==> src/rtl/dbgreg_pkg.sv <==
// Package: shared chain word layout, register regions and the address decoder.
// Assumes the 40-bit layout {flag, data[31:0], addr[6:0]} with addr nearest tdo.
package dbgreg_pkg;
    localparam int DATA_W  = 32;
    localparam int ADDR_W  = 7;
    localparam int CHAIN_W = 1 + DATA_W + ADDR_W;

    localparam logic [2:0] PG_BVAL  = 3'd4;
    localparam logic [2:0] PG_BCTL  = 3'd5;
    localparam logic [2:0] PG_WVAL  = 3'd6;
    localparam logic [2:0] PG_WCTL  = 3'd7;
    localparam logic [2:0] PG_MISC  = 3'd0;
    localparam logic [3:0] VEC_SLOT = 4'd7;

    typedef struct packed {
        logic              flag;
        logic [DATA_W-1:0] data;
        logic [ADDR_W-1:0] addr;
    } chain_word_t;

    typedef enum logic [2:0] {
        RG_NONE, RG_BVAL, RG_BCTL, RG_WVAL, RG_WCTL, RG_VEC
    } region_e;

    typedef struct packed {
        region_e    rg;
        logic [3:0] idx;
    } decode_t;

    // Map an address to a region and slot; slots beyond the configured counts are unmapped.
    function automatic decode_t decode_addr(input logic [ADDR_W-1:0] a,
                                            input int nbk, input int nwp);
        decode_t d;
        d.idx = a[3:0];
        d.rg  = RG_NONE;
        case (a[6:4])
            PG_BVAL: if (int'(a[3:0]) < nbk) d.rg = RG_BVAL;
            PG_BCTL: if (int'(a[3:0]) < nbk) d.rg = RG_BCTL;
            PG_WVAL: if (int'(a[3:0]) < nwp) d.rg = RG_WVAL;
            PG_WCTL: if (int'(a[3:0]) < nwp) d.rg = RG_WCTL;
            PG_MISC: if (a[3:0] == VEC_SLOT) d.rg = RG_VEC;
            default: d.rg = RG_NONE;
        endcase
        return d;
    endfunction
endpackage

==> src/rtl/dbgreg_shift.sv <==
// Module: 40-bit capture/shift register of the chain.
// Loads the result word on Capture-DR and shifts tdi in at the top, tdo out at bit 0.
// Assumes capture and shift strobes are never high in the same cycle.
module dbgreg_shift
    import dbgreg_pkg::*;
(
    input  logic        clk,
    input  logic        rst_n,
    input  logic        sel,
    input  logic        capture,
    input  logic        shift,
    input  logic        tdi,
    input  chain_word_t cap_word,
    output logic        tdo,
    output chain_word_t shadow
);
    logic [CHAIN_W-1:0] sr_q;

    // Capture the pending result or move the chain one bit toward tdo.
    always_ff @(posedge clk) begin
        if (!rst_n) begin
            sr_q <= '0;
        end else if (sel && capture) begin
            sr_q <= cap_word;
        end else if (sel && shift) begin
            sr_q <= {tdi, sr_q[CHAIN_W-1:1]};
        end
    end

    assign tdo    = sr_q[0];
    assign shadow = chain_word_t'(sr_q);

    p_capture_load_r3: assert property (@(posedge clk) disable iff (!rst_n)
        (sel && capture) |=> (sr_q == $past(cap_word)));

    p_shift_order_r1: assert property (@(posedge clk) disable iff (!rst_n)
        (sel && shift && !capture) |=>
            (sr_q[CHAIN_W-2:0] == $past(sr_q[CHAIN_W-1:1])) && (sr_q[CHAIN_W-1] == $past(tdi)));

    p_idle_hold_r9: assert property (@(posedge clk) disable iff (!rst_n)
        (!sel) |=> $stable(sr_q));
endmodule

==> src/rtl/dbgreg_seq.sv <==
// Module: access sequencer. Accepts an update only if the same scan's capture saw the
// bank idle, holds the request to the bank until acknowledged, then keeps the
// result (data and address) for the next capture.
// Assumes the bank acknowledges with a one-cycle pulse while the request is held.
module dbgreg_seq
    import dbgreg_pkg::*;
(
    input  logic              clk,
    input  logic              rst_n,
    input  logic              sel,
    input  logic              capture,
    input  logic              update,
    input  chain_word_t       shadow,
    output chain_word_t       cap_word,
    output logic              rf_req,
    output logic              rf_we,
    output logic [ADDR_W-1:0] rf_addr,
    output logic [DATA_W-1:0] rf_wdata,
    input  logic              rf_ack,
    input  logic [DATA_W-1:0] rf_rdata
);
    logic              busy_q;
    logic              cap_ok_q;
    logic              we_q;
    logic [ADDR_W-1:0] addr_q;
    logic [DATA_W-1:0] wdata_q;
    logic [ADDR_W-1:0] res_addr_q;
    logic [DATA_W-1:0] res_data_q;
    logic              launch;

    assign launch = sel && update && cap_ok_q && !busy_q;

    // Track whether this scan's capture saw an idle bank; an update always consumes it.
    always_ff @(posedge clk) begin
        if (!rst_n) begin
            cap_ok_q <= 1'b0;
        end else if (sel && capture) begin
            cap_ok_q <= !busy_q;
        end else if (sel && update) begin
            cap_ok_q <= 1'b0;
        end
    end

    // Launch a request on an accepted update and retire it on the bank acknowledge.
    always_ff @(posedge clk) begin
        if (!rst_n) begin
            busy_q     <= 1'b0;
            we_q       <= 1'b0;
            addr_q     <= '0;
            wdata_q    <= '0;
            res_addr_q <= '0;
            res_data_q <= '0;
        end else if (launch) begin
            busy_q  <= 1'b1;
            we_q    <= shadow.flag;
            addr_q  <= shadow.addr;
            wdata_q <= shadow.data;
        end else if (busy_q && rf_ack) begin
            busy_q     <= 1'b0;
            res_addr_q <= addr_q;
            res_data_q <= we_q ? wdata_q : rf_rdata;
        end
    end

    assign rf_req   = busy_q;
    assign rf_we    = we_q;
    assign rf_addr  = addr_q;
    assign rf_wdata = wdata_q;

    assign cap_word.flag = !busy_q;
    assign cap_word.data = res_data_q;
    assign cap_word.addr = res_addr_q;

    p_launch_when_idle_r5: assert property (@(posedge clk) disable iff (!rst_n)
        (sel && update && busy_q) |=> (busy_q && $stable(addr_q) && $stable(wdata_q)));

    p_busy_until_ack_r10: assert property (@(posedge clk) disable iff (!rst_n)
        (busy_q && !rf_ack) |=> busy_q);

    p_result_addr_r3: assert property (@(posedge clk) disable iff (!rst_n)
        (busy_q && rf_ack) |=> (res_addr_q == $past(addr_q)) && !busy_q);
endmodule

==> src/rtl/dbgreg_bank.sv <==
// Module: debug register storage with a fixed access latency.
// A held request is acknowledged ACC_LAT cycles after it appears; a write lands and the
// read value is registered in the acknowledge cycle. Unmapped slots read 0.
// Assumes the request and its fields stay stable until the acknowledge.
module dbgreg_bank
    import dbgreg_pkg::*;
#(
    parameter int NUM_BKPT = 6,
    parameter int NUM_WPT  = 2,
    parameter int ACC_LAT  = 3
) (
    input  logic                clk,
    input  logic                rst_n,
    input  logic                req,
    input  logic                we,
    input  logic [ADDR_W-1:0]   addr,
    input  logic [DATA_W-1:0]   wdata,
    output logic                ack,
    output logic [DATA_W-1:0]   rdata,
    output logic [NUM_BKPT-1:0] bkpt_en,
    output logic [NUM_WPT-1:0]  wpt_en,
    output logic                vcatch_en
);
    localparam int CNT_W = $clog2(ACC_LAT + 1);
    localparam logic [CNT_W-1:0] CNT_LAST = CNT_W'(ACC_LAT - 1);

    logic [DATA_W-1:0] bval_q [NUM_BKPT];
    logic [DATA_W-1:0] bctl_q [NUM_BKPT];
    logic [DATA_W-1:0] wval_q [NUM_WPT];
    logic [DATA_W-1:0] wctl_q [NUM_WPT];
    logic [DATA_W-1:0] vec_q;
    logic [CNT_W-1:0]  cnt_q;
    logic [DATA_W-1:0] rd_now;
    logic              fire;
    logic              hit;
    decode_t           dec;

    assign dec  = decode_addr(addr, NUM_BKPT, NUM_WPT);
    assign hit  = (dec.rg != RG_NONE);
    assign fire = req && !ack && (cnt_q == CNT_LAST);

    // Select the addressed register for reading; unmapped slots give zero.
    always_comb begin
        rd_now = '0;
        for (int i = 0; i < NUM_BKPT; i++) begin
            if (dec.rg == RG_BVAL && dec.idx == 4'(i)) rd_now = bval_q[i];
            if (dec.rg == RG_BCTL && dec.idx == 4'(i)) rd_now = bctl_q[i];
        end
        for (int i = 0; i < NUM_WPT; i++) begin
            if (dec.rg == RG_WVAL && dec.idx == 4'(i)) rd_now = wval_q[i];
            if (dec.rg == RG_WCTL && dec.idx == 4'(i)) rd_now = wctl_q[i];
        end
        if (dec.rg == RG_VEC) rd_now = vec_q;
    end

    // Count the access latency and pulse the acknowledge with the read value.
    always_ff @(posedge clk) begin
        if (!rst_n) begin
            cnt_q <= '0;
            ack   <= 1'b0;
            rdata <= '0;
        end else if (ack) begin
            ack   <= 1'b0;
            cnt_q <= '0;
        end else if (fire) begin
            ack   <= 1'b1;
            cnt_q <= '0;
            rdata <= rd_now;
        end else if (req) begin
            cnt_q <= cnt_q + 1'b1;
        end
    end

    // Store write data into the addressed register in the acknowledge cycle.
    always_ff @(posedge clk) begin
        if (!rst_n) begin
            for (int i = 0; i < NUM_BKPT; i++) begin
                bval_q[i] <= '0;
                bctl_q[i] <= '0;
            end
            for (int i = 0; i < NUM_WPT; i++) begin
                wval_q[i] <= '0;
                wctl_q[i] <= '0;
            end
            vec_q <= '0;
        end else if (fire && we) begin
            for (int i = 0; i < NUM_BKPT; i++) begin
                if (dec.rg == RG_BVAL && dec.idx == 4'(i)) bval_q[i] <= wdata;
                if (dec.rg == RG_BCTL && dec.idx == 4'(i)) bctl_q[i] <= wdata;
            end
            for (int i = 0; i < NUM_WPT; i++) begin
                if (dec.rg == RG_WVAL && dec.idx == 4'(i)) wval_q[i] <= wdata;
                if (dec.rg == RG_WCTL && dec.idx == 4'(i)) wctl_q[i] <= wdata;
            end
            if (dec.rg == RG_VEC) vec_q <= wdata;
        end
    end

    generate
        for (genvar g = 0; g < NUM_BKPT; g++) begin : g_bk_en
            assign bkpt_en[g] = bctl_q[g][0];
        end
        for (genvar g = 0; g < NUM_WPT; g++) begin : g_wp_en
            assign wpt_en[g] = wctl_q[g][0];
        end
    endgenerate
    assign vcatch_en = |vec_q;

    p_ack_pulse_r10: assert property (@(posedge clk) disable iff (!rst_n)
        ack |=> !ack);

    p_unmapped_zero_r6: assert property (@(posedge clk) disable iff (!rst_n)
        (ack && $past(!we && !hit)) |-> (rdata == '0));

    p_write_lands_r4: assert property (@(posedge clk) disable iff (!rst_n)
        (ack && $past(fire && we && hit)) |-> (rd_now == $past(wdata)));
endmodule

==> src/rtl/dbgreg_chain_top.sv <==
// Module: top of the debug register access chain. Joins the shift register,
// the access sequencer and the register bank.
// Assumes TAP strobes are one-cycle, mutually exclusive and synchronous to clk.
module dbgreg_chain_top
    import dbgreg_pkg::*;
#(
    parameter int NUM_BKPT = 6,
    parameter int NUM_WPT  = 2,
    parameter int ACC_LAT  = 3
) (
    input  logic                clk,
    input  logic                rst_n,
    input  logic                chain_sel,
    input  logic                capture_dr,
    input  logic                shift_dr,
    input  logic                update_dr,
    input  logic                tdi,
    output logic                tdo,
    output logic [NUM_BKPT-1:0] bkpt_en,
    output logic [NUM_WPT-1:0]  wpt_en,
    output logic                vcatch_en
);
    chain_word_t       cap_word;
    chain_word_t       shadow;
    logic              rf_req;
    logic              rf_we;
    logic [ADDR_W-1:0] rf_addr;
    logic [DATA_W-1:0] rf_wdata;
    logic              rf_ack;
    logic [DATA_W-1:0] rf_rdata;

    dbgreg_shift u_shift (
        .clk      (clk),
        .rst_n    (rst_n),
        .sel      (chain_sel),
        .capture  (capture_dr),
        .shift    (shift_dr),
        .tdi      (tdi),
        .cap_word (cap_word),
        .tdo      (tdo),
        .shadow   (shadow)
    );

    dbgreg_seq u_seq (
        .clk      (clk),
        .rst_n    (rst_n),
        .sel      (chain_sel),
        .capture  (capture_dr),
        .update   (update_dr),
        .shadow   (shadow),
        .cap_word (cap_word),
        .rf_req   (rf_req),
        .rf_we    (rf_we),
        .rf_addr  (rf_addr),
        .rf_wdata (rf_wdata),
        .rf_ack   (rf_ack),
        .rf_rdata (rf_rdata)
    );

    dbgreg_bank #(
        .NUM_BKPT (NUM_BKPT),
        .NUM_WPT  (NUM_WPT),
        .ACC_LAT  (ACC_LAT)
    ) u_bank (
        .clk       (clk),
        .rst_n     (rst_n),
        .req       (rf_req),
        .we        (rf_we),
        .addr      (rf_addr),
        .wdata     (rf_wdata),
        .ack       (rf_ack),
        .rdata     (rf_rdata),
        .bkpt_en   (bkpt_en),
        .wpt_en    (wpt_en),
        .vcatch_en (vcatch_en)
    );
endmodule

==> config.mk <==
export PLATFORM = sky130hd
export DESIGN_NAME = dbgreg_chain_top
export DESIGN_NICKNAME = d
export VERILOG_FILES = /design/src/rtl/dbgreg_pkg.sv /design/src/rtl/dbgreg_shift.sv /design/src/rtl/dbgreg_seq.sv /design/src/rtl/dbgreg_bank.sv /design/src/rtl/dbgreg_chain_top.sv
export SDC_FILE = /design/constraint.sdc
export NUM_CORES = 1
export LEC_CHECK = 0
export ABC_AREA = 1
export BUFFER_PORTS_ARGS = -buffer_cell sky130_fd_sc_hd__clkbuf_2
export CAP_MARGIN = 0
export CORE_ASPECT_RATIO = 2
export CORE_MARGIN = 1
export CORE_UTILIZATION = 45
export CTS_CLUSTER_SIZE = 20
export DETAILED_ROUTE_END_ITERATION = 16
export SLEW_MARGIN = 20
export SYNTH_ARGS = -nofsm -noshare
export SYNTH_HDL_FRONTEND = slang
export SYNTH_SLANG_ARGS = --single-unit
==> constraint.sdc <==
create_clock -name clk -period 9.58 [get_ports clk]
set_clock_uncertainty 0.2 [all_clocks]
set_input_delay 1.916 -clock clk [delete_from_list [all_inputs] [get_ports clk]]
set_output_delay 1.916 -clock clk [all_outputs]
set_load 0.03 [all_outputs]
### Yosys cells after proc, flatten, opt, wreduce, memory -nomap -nowiden

Memories as Yosys holds them, arrays and structs flattened.
Index checks and enable logic that the tools add are counted.
W data, S select, Z words.

| cells by class | value |
|---|---|
| reduce and logical (&&, ||, !) cells | 38 |
| add/subtract/negate cells | 1 |
| order comparisons | 2 |
| bitwise logic cells | 19 |
| multiplexer cells | 112 |
| equality and inequality tests | 16 |

Operators by type and width:

| operator | number |
|---|---|
| $mux W32 | 34 |
| $mux W40 | 2 |
| $mux W1 | 71 |
| $reduce_or A32 Y1 | 1 |
| $logic_and A1 B1 Y1 | 25 |
| $eq A3 B3 Y1 const B | 6 |
| $or A1 B1 Y1 | 16 |
| $pmux W3 S5 | 1 |
| $eq A4 B3 Y1 const B | 3 |
| $eq A4 B2 Y1 const B | 2 |
| $eq A3 B2 Y1 const B | 2 |
| $mux W3 | 2 |
| $reduce_and A2 Y1 | 3 |
| $reduce_bool A2 Y1 | 3 |
| $eq A4 B1 Y1 const B | 1 |
| $logic_not A4 Y1 | 1 |
| $lt A4 B2 Y1 const B | 1 |
| $lt A4 B3 Y1 const B | 1 |
| $mux W2 | 2 |
| $eq A3 B1 Y1 const B | 1 |
| $logic_not A3 Y1 | 1 |
| $not A1 Y1 | 3 |
| $reduce_or A3 Y1 | 1 |
| $add A2 B1 Y2 const B | 1 |
| 3 further kinds | 4 |

| storage, ports and cells | value |
|---|---|
| flip-flop bits (word level) | 188 |
| memories | 4 |
| logic and storage cells | 204 |
| memory bits (writable) | 512 |
| input port bits | 7 |

Memory list:

| name | depth | bits a word | read ports | clocked after memory_dff | write ports | line | text |
|---|---|---|---|---|---|---|---|
| u_bank.bctl_q | 6 | 32 | 6 | 0 | 6 | dbgreg_bank.sv:28 | `logic [DATA_W-1:0] bctl_q [NUM_BKPT];` |
| u_bank.bval_q | 6 | 32 | 6 | 0 | 6 | dbgreg_bank.sv:27 | `logic [DATA_W-1:0] bval_q [NUM_BKPT];` |
| u_bank.wctl_q | 2 | 32 | 2 | 0 | 2 | dbgreg_bank.sv:30 | `logic [DATA_W-1:0] wctl_q [NUM_WPT];` |
| u_bank.wval_q | 2 | 32 | 2 | 0 | 2 | dbgreg_bank.sv:29 | `logic [DATA_W-1:0] wval_q [NUM_WPT];` |

### Logic depth before layout (Yosys ltp)

Gate-level depths: netlist of the first run.

| depth | value |
|---|---|
| depth after elaboration | 22 |
| gate-level depth with buffers | 18 |

### Cells and area by module

Synthesis of the first run repeated with hierarchy kept, for this count alone.

| unflattened totals | value |
|---|---|
| cell total of the unflattened synthesis | 3458 |
| area total of the unflattened synthesis | 30899.6 µm² |

Modules (own cells, without submodules):

| module | cells each | instances | seq. area each (µm²) | area each (µm²) |
|---|---|---|---|---|
| dbgreg_bank | 2490 | 1 | 16716.0 | 24971.4 |
| dbgreg_seq | 578 | 1 | 1621.6 | 3669.8 |
| dbgreg_shift | 390 | 1 | 800.8 | 2258.4 |

### Worst setup path after synthesis of the first run

Ideal clock, no wire load.

| timing | value |
|---|---|
| path type | input to register |
| from | input rst_n |
| to | memory u_bank.bctl_q[3][4], in the netlist u_bank.bctl_q[0][100] (enable) |
| cell stages on the path | 4 |
| arrival time | 3.765 ns |
| setup slack | 4.957 ns |
| cells stage by stage | clkbuf_1 -> clkbuf_1 -> clkbuf_1 -> o21ai_0 |

RTL lines:

| item | line | text |
|---|---|---|
| start: declaration | dbgreg_chain_top.sv:12 | `input logic rst_n,` |
| end: declaration | dbgreg_bank.sv:28 |  |

### Worst setup path after layout of the first run

| timing | value |
|---|---|
| from | register u_bank.vec_q[11] |
| to | output vcatch_en |

| on the way | value |
|---|---|
| word-level cells in the longest chain between the ends | 1 |

Ends and longest elaborated chain:

| item | line | text |
|---|---|---|
| start: declaration | dbgreg_bank.sv:31 | `logic [DATA_W-1:0] vec_q;` |
| start signal: assignment | dbgreg_bank.sv:95 | `if (dec.rg == RG_VEC) vec_q <= wdata;` |
| $reduce_or A32 Y1 | dbgreg_bank.sv:107 | `assign vcatch_en = \|vec_q;` |
| end: declaration | dbgreg_chain_top.sv:21 | `output logic vcatch_en` |

Every way passes these cells.

==> results.py, run 1 <==
metrics = {
    "synthesis": {
        "synth-seq-cells": 700,
        "synthesis.nets": 3196,
        "synth_cell_types": 34,
        "yosysTopAreaCell": "edfxtp_1",
        "synthCells": 3188,
        "synthArstFlopShare_pct": 0,
        "synthAdderAreaFrac_pct": 0.0418,
        "synth_xor_area_share_pct": 0.0293,
        "ys_seq_area_share_pct": 63.9,
        "synth_mux_area_share_pct": 0,
        "synthesis.area_um2": 29900,
        "synth_edf_count": 512,
        "yosysWarnings": 0,
        "synthSimpleGateAreaFrac_pct": 22.3,
        "synth_top_family_by_area": "simple AND/OR/NAND/NOR gates",
        "synth_commonest_cells": "nor2_1, nand2_1, edfxtp_1",
        "synth_area_leaders": "edfxtp_1, dfxtp_1, nor2_1",
        "synth_compound_area_share_pct": 6.11,
        "synth.most_common_cell": "nor2_1",
        "yosys.area.top_type_share_pct": 51.4,
        "synthFlopType": "edfxtp_1",
        "avgSynthCellArea_um2": 9.39,
    },
    "global_routing": {
        "grtUsageTotal_pct": 23.1,
        "grt_pass1_vias": 21355,
        "grt_pass1_wl_um": 120000,
        "gr-total-overflow": 0,
        "grt_max_degree": 78,
        "antenna_found_initial": 0,
    },
    "sta": {
        "finalHoldViolCount": 0,
        "tns_ns": 0,
        "slew_viol_final": 0,
        "tightest_slew_ns": 1.09,
        "fmax_mhz": 207,
        "post-route-period-util_pct": 50.4,
        "whs_ns": 0.260,
        "grt_setup_unrepaired": "false",
        "final-setup-viol-count": 0,
        "relSlewSlack_pct": 27.1,
        "min_period_ns": 4.83,
    },
    "clock_network": {
        "cts_root_buffer": "clkbuf_16",
        "ctsResizeCount": 0,
        "clk_latency_ns": 0.63,
        "htreeDepth": 2,
        "hold_buffers": 0,
        "clock_path_buffers": 3,
        "cts_tree": "yes",
        "post-cts-setup-buffers": 0,
        "cts_num_sinks": 700,
        "cts_buffers": 58,
        "cts.reportedPaths.clkPinSlew_ns": 0.07,
    },
    "route": {
        "drc": 0,
        "drt_pass1_iterations": 5,
        "wire_per_inst_um": 19.2,
        "drtAntennaViolNets": 0,
        "drtIter0Drc": 1433,
        "vias": 21246,
        "vias_per_cell": 5.30,
        "drt_wl_total_um": 77000,
    },
    "floorplanning": {
        "initial_utilization_pct": 45.5,
        "fp.dieArea_um2": 67600,
        "io_pins": 17,
        "core.rowCount": 133,
        "die_h_um": 367,
        "coreArea_um2": 65700,
        "die_w_um": 184,
    },
    "worst_hold_path": {
        "whs_endpoint": "u_bank.rdata[11]",
        "hp-class": "reg -> reg",
        "hold_path_depth": 2,
        "holdCritStartpoint": "u_bank.rdata[11]",
    },
    "place": {
        "place_inst": 3900,
        "gp_congestion": 0.840,
        "port_buffers": 16,
        "place.detailed.hpwl_um": 52100,
    },
    "cells_and_area": {
        "final_cell_count_no_fill": 4010,
        "layout-area-overhead-vs-synth_pct": 8.97,
        "antennaDiodeCount": 0,
        "layout-drive-gt1-share_pct": 6.93,
        "final_nets": 3094,
    },
    "power": {
        "leakage_nw": 12.4,
        "p_total_w": 0.00594,
        "irDropWorstVdd_uv": 213,
        "p_per_area_nw_per_um2": 182,
    },
    "setup_path": {
        "cp_max_fo": 3,
        "critPathKind": "reg -> out",
        "startpoint_type": "register",
        "cp.required_ns": 7.46,
        "r2r-start": "u_seq.rf_addr[4]",
        "rrSetupSlack_ns": 5.64,
        "rr_endpoint": "u_bank.bval_q[0][104]",
        "arrival_ns": 2.71,
        "cp-end-kind": "primary output",
        "reg2regPathDepth": 8,
    },
    "outcome": {
        "outcome": "finished clean",
    },
    "flow_run": {
        "drv_cap": 0,
    },
}
cell usage in the layout (no fill, tap or decap), types with 2 or more instances in the layout:
cell and instances:
a211oi_1 32, a21oi_1 99, buf_16 4, buf_4 40, bufinv_16 6, clkbuf_1 6, clkbuf_16 60, clkbuf_2 15
clkbuf_8 2, clkinv_1 43, clkinv_2 14, clkinvlp_4 5, dfxtp_1 188, edfxtp_1 512, inv_1 297, inv_2 19
nand2_1 513, nand2_2 9, nand3_1 251, nand3_2 7, nand4_1 94, nor2_1 677, nor2_2 2, nor2_4 4
nor3_1 7, nor4_1 7, nor4_4 2, o211ai_1 39, o21a_1 2, o21ai_0 142, o21ai_2 5, o21ai_4 9
or2_0 2, or2_2 10
metal layers:
metal	vias up	track usage, %	part of all wire (%)
li1	10301	-	-
met1	10339	25.3	37
met2	467	45.1	56
met3	139	1.86	3.4
met4	0	8.73	3.4
met5	-	0	0
power breakdown:
group / internal (W) / total [W] / switching [W]
Combinational: 0.0000279 / 0.000176 / 0.000148
Sequential: 0.00332 / 0.00334 / 0.0000246
Clock: 0.00132 / 0.00243 / 0.00111
worst max path at each step:
stage	start	endpoint	slack, ns	cells past startpoint
after floorplan	rst_n	u_bank.bctl_q[0][100]	4.96	4
after global placement	rst_n	u_seq.rf_wdata[16]	5.30	5
after detailed placement	rst_n	u_seq.rf_wdata[19]	5.23	5
after CTS	u_bank.vec_q[11]	vcatch_en	4.72	4
after global routing	u_bank.vec_q[11]	vcatch_en	4.80	4
final	u_bank.vec_q[11]	vcatch_en	4.75	4
flip-flops by register name, summed over array words and instances, names as in the netlist:
register,cells
u_bank.ack,1
u_bank.wctl_q,64
u_shift.shadow,40
u_seq.rf_we,1
u_bank.bctl_q,192
u_bank.cnt_q,2
u_seq.cap_ok_q,1
u_seq.rf_addr,7
u_bank.rdata,32
u_seq.res_data_q,32
u_seq.res_addr_q,7
u_bank.bval_q,192
u_seq.rf_wdata,32
u_bank.wval_q,64
u_bank.vec_q,32
u_seq.rf_req,1
stage by stage:
step / util, % / instance area, um^2 / worst slack, ns
detailed placement: 46.6 / 30600 / 5.23
floorplan: - / 29900 / 4.96
finish: 49.6 / 32600 / 4.75
CTS: 49.5 / 32500 / 4.72
global placement: 46.6 / 30600 / 5.30
global route: 49.6 / 32600 / 4.80
worst max-delay path: stages (launching register included):
cell and delay [ns]:
dfxtp_1 0.32, nor4_1 0.74, nand4_1 0.31, or4_1 0.50, clkbuf_2 0.21
cells by family after synthesis:
family,after synthesis
buf+inv,569
simple gates,1588
xor+xnor,1
flops,700
compound gates,329
fa+ha+maj,1
cell type report:
type | instances | area (um^2)
flip-flops and latches | 700 | 19100
inverters | 348 | 1310
clock inverters | 39 | 352
repair buffers | 59 | 485
fillers | 6032 | 33100
clock buffers | 68 | 1550
well taps | 877 | 1100
multi-input cells | 1919 | 8690
No activity file was read; power rests on OpenSTA's default activity.
==> run 2, diff against run 1 <==
==> constraint.sdc (replaced) <==
create_clock -name clk -period 5 [get_ports clk]
set_clock_uncertainty 0.2 [all_clocks]
set_input_delay 1 -clock clk [delete_from_list [all_inputs] [get_ports clk]]
set_output_delay 1 -clock clk [all_outputs]
set_load 0.03 [all_outputs]
==> run 2 against run 1 <==
  * Final area about the same
  * Clock power up 86%
  * Non-clock buffer count up 10
  * First-iteration DRC count up 8.4%
  * Routed wire length down 1.5%
  * Largest cell class unchanged
  * Largest power group unchanged
==> results.py, run 2 (synthesis gave the netlist of run 1 again) <==
metrics = {
    "global_routing": {
        "gr-total-overflow": 0,
        "grtUsageTotal_pct": 22.7,
        "grt_max_degree": 85,
        "grt_pass1_wl_um": 119000,
        "grt_pass1_vias": 21404,
        "antenna_found_initial": 0,
    },
    "sta": {
        "relSlewSlack_pct": 25.5,
        "finalHoldViolCount": 0,
        "grt_setup_unrepaired": "false",
        "final-setup-viol-count": 0,
        "post-route-period-util_pct": 81.2,
        "tns_ns": 0,
        "min_period_ns": 4.06,
        "slew_viol_final": 0,
        "tightest_slew_ns": 1.11,
        "fmax_mhz": 246,
    },
    "route": {
        "vias": 21202,
        "vias_per_cell": 5.28,
        "drtIter0Drc": 1553,
        "drt_pass1_iterations": 5,
        "drtAntennaViolNets": 0,
        "wire_per_inst_um": 18.9,
        "drc": 0,
        "drt_wl_total_um": 75800,
    },
    "setup_path": {
        "rrSetupSlack_ns": 1.76,
        "cp_cell_sequence": "nor4_1 > nand4_1 > or4_1 > clkbuf_2",
        "slowest_delay_ns": 0.89,
        "cp.buffers_inverters": 1,
        "cp_top_family": "simple AND/OR/NAND/NOR gates",
        "reg2regPathDepth": 7,
        "r2r-start": "u_seq.rf_addr[4]",
        "cp.required_ns": 3.80,
        "arrival_ns": 2.86,
        "cp-end-kind": "primary output",
        "startpoint_type": "register",
        "cp_max_fo": 3,
        "critPathSlowestCell": "nor4_1",
        "critPathKind": "reg -> out",
        "rr_endpoint": "u_bank.bval_q[0][133]",
    },
    "place": {
        "place.detailed.hpwl_um": 53000,
        "port_buffers": 16,
        "gp_congestion": 0.860,
    },
    "cells_and_area": {
        "largestRegisters": "u_bank.bctl_q: 192 flops, u_bank.bval_q: 192 flops",
        "layout-area-overhead-vs-synth_pct": 8.87,
        "final_util_pct": 49.6,
        "layout-drive-gt1-share_pct": 6.69,
        "layout_commonest_cell": "nor2_1",
        "antennaDiodeCount": 0,
        "final_nets": 3103,
        "mostFrequentLayoutCells": "nor2_1, nand2_1, edfxtp_1, inv_1, nand3_1",
    },
    "floorplanning": {
        "coreArea_um2": 65700,
        "fp.dieArea_um2": 67600,
        "initial_utilization_pct": 45.5,
        "die_w_um": 184,
        "die_h_um": 367,
        "io_pins": 17,
        "core.rowCount": 133,
    },
    "power": {
        "leakage_nw": 12.4,
        "p_total_w": 0.0113,
        "power.internal_w": 0.00886,
        "irDropWorstVdd_uv": 304,
        "power_frac_comb_pct": 3.0,
        "switchingPower_w": 0.00240,
        "p_per_area_nw_per_um2": 345,
        "netSwitchingFraction_pct": 21.3,
        "p_seq_share_pct": 56.8,
        "p_clk_share_pct": 40.2,
    },
    "worst_hold_path": {
        "hp-class": "reg -> reg",
        "holdCritStartpoint": "u_bank.rdata[25]",
        "whs_endpoint": "u_bank.rdata[25]",
        "hold_path_depth": 2,
    },
    "clock_network": {
        "post-cts-setup-buffers": 0,
        "clk_latency_ns": 0.63,
        "cts_buffers": 57,
        "cts_root_buffer": "clkbuf_16",
        "cts_num_sinks": 700,
        "ctsResizeCount": 0,
        "clock_path_buffers": 3,
        "cts.reportedPaths.clkPinSlew_ns": 0.07,
        "cts_tree": "yes",
        "hold_buffers": 0,
        "htreeDepth": 2,
    },
    "flow_run": {
        "drv_cap": 0,
    },
    "outcome": {
        "outcome": "finished clean",
    },
}
## run 2: cell count changes in the layout (fill, tap and decap cells not counted), sizes merged
cell | previous run | this run
buf | 44 | 54
clkbuf | 83 | 92
clkinv | 58 | 51
clkinvlp | 6 | 4
bufinv | 6 | 5
inv | 317 | 316
## run 2: how the worst max path moves through the flow
stage	startpoint	end	slack (ns)	depth (start not counted)
detailed placement	rst_n	u_bank.rdata[6]	1.63	7
global placement	u_bank.vec_q[11]	vcatch_en	1.67	4
floorplan	u_seq.rf_addr[4]	u_bank.bctl_q[0][160]	0.82	7
global route	u_bank.vec_q[11]	vcatch_en	1.06	4
finish	u_bank.vec_q[11]	vcatch_en	0.94	4
CTS	u_bank.vec_q[11]	vcatch_en	1.01	4
## run 2: area by class of cell
type	count	area, um^2
clock inverter	28	270
clock buffer	77	1560
fill	6084	33100
inverter	348	1310
sequential	700	19100
tap	877	1100
timing repair buffer	69	561
multi-input combinational	1919	8650
## run 2: through the flow
stage	area, um^2	hold slack, ns	worst slack [ns]	instances
after detailed placement	30700	0.241	1.63	3911
final	32600	0.262	0.942	4018
after floorplan	29900	0.226	0.823	3188
after global placement	30600	0.251	1.67	3909
after CTS	32500	0.260	1.01	4016
after global routing	32600	0.286	1.06	4018
## run 2: per-layer routing
layer / vias to the layer above / track usage [%] / part of all wire, %
li1: 10312 / - / -
met1: 10241 / 24.1 / 37
met2: 499 / 43.8 / 55
met3: 150 / 2.31 / 3.5
met4: 0 / 10.5 / 4.2
met5: - / 0 / 0
## run 2: power by group through the flow
stage	registers [W]	clock network [W]	logic [W]
2_1_floorplan	0.00653	0	0.000210
3_3_place_gp	0.00652	0	0.000323
3_5_place_dp	0.00653	0	0.000333
4_1_cts	0.00640	0.00459	0.000333
5_1_grt	0.00641	0.00478	0.000363
6_report	0.00640	0.00452	0.000335
## run 2: worst register-to-register path, delay by kind of cell (launching register included)
kind	cells	cell delay, ns
buffers and inverters	1	0.53
and+or+nand+nor	6	1.95
DFF	1	0.38
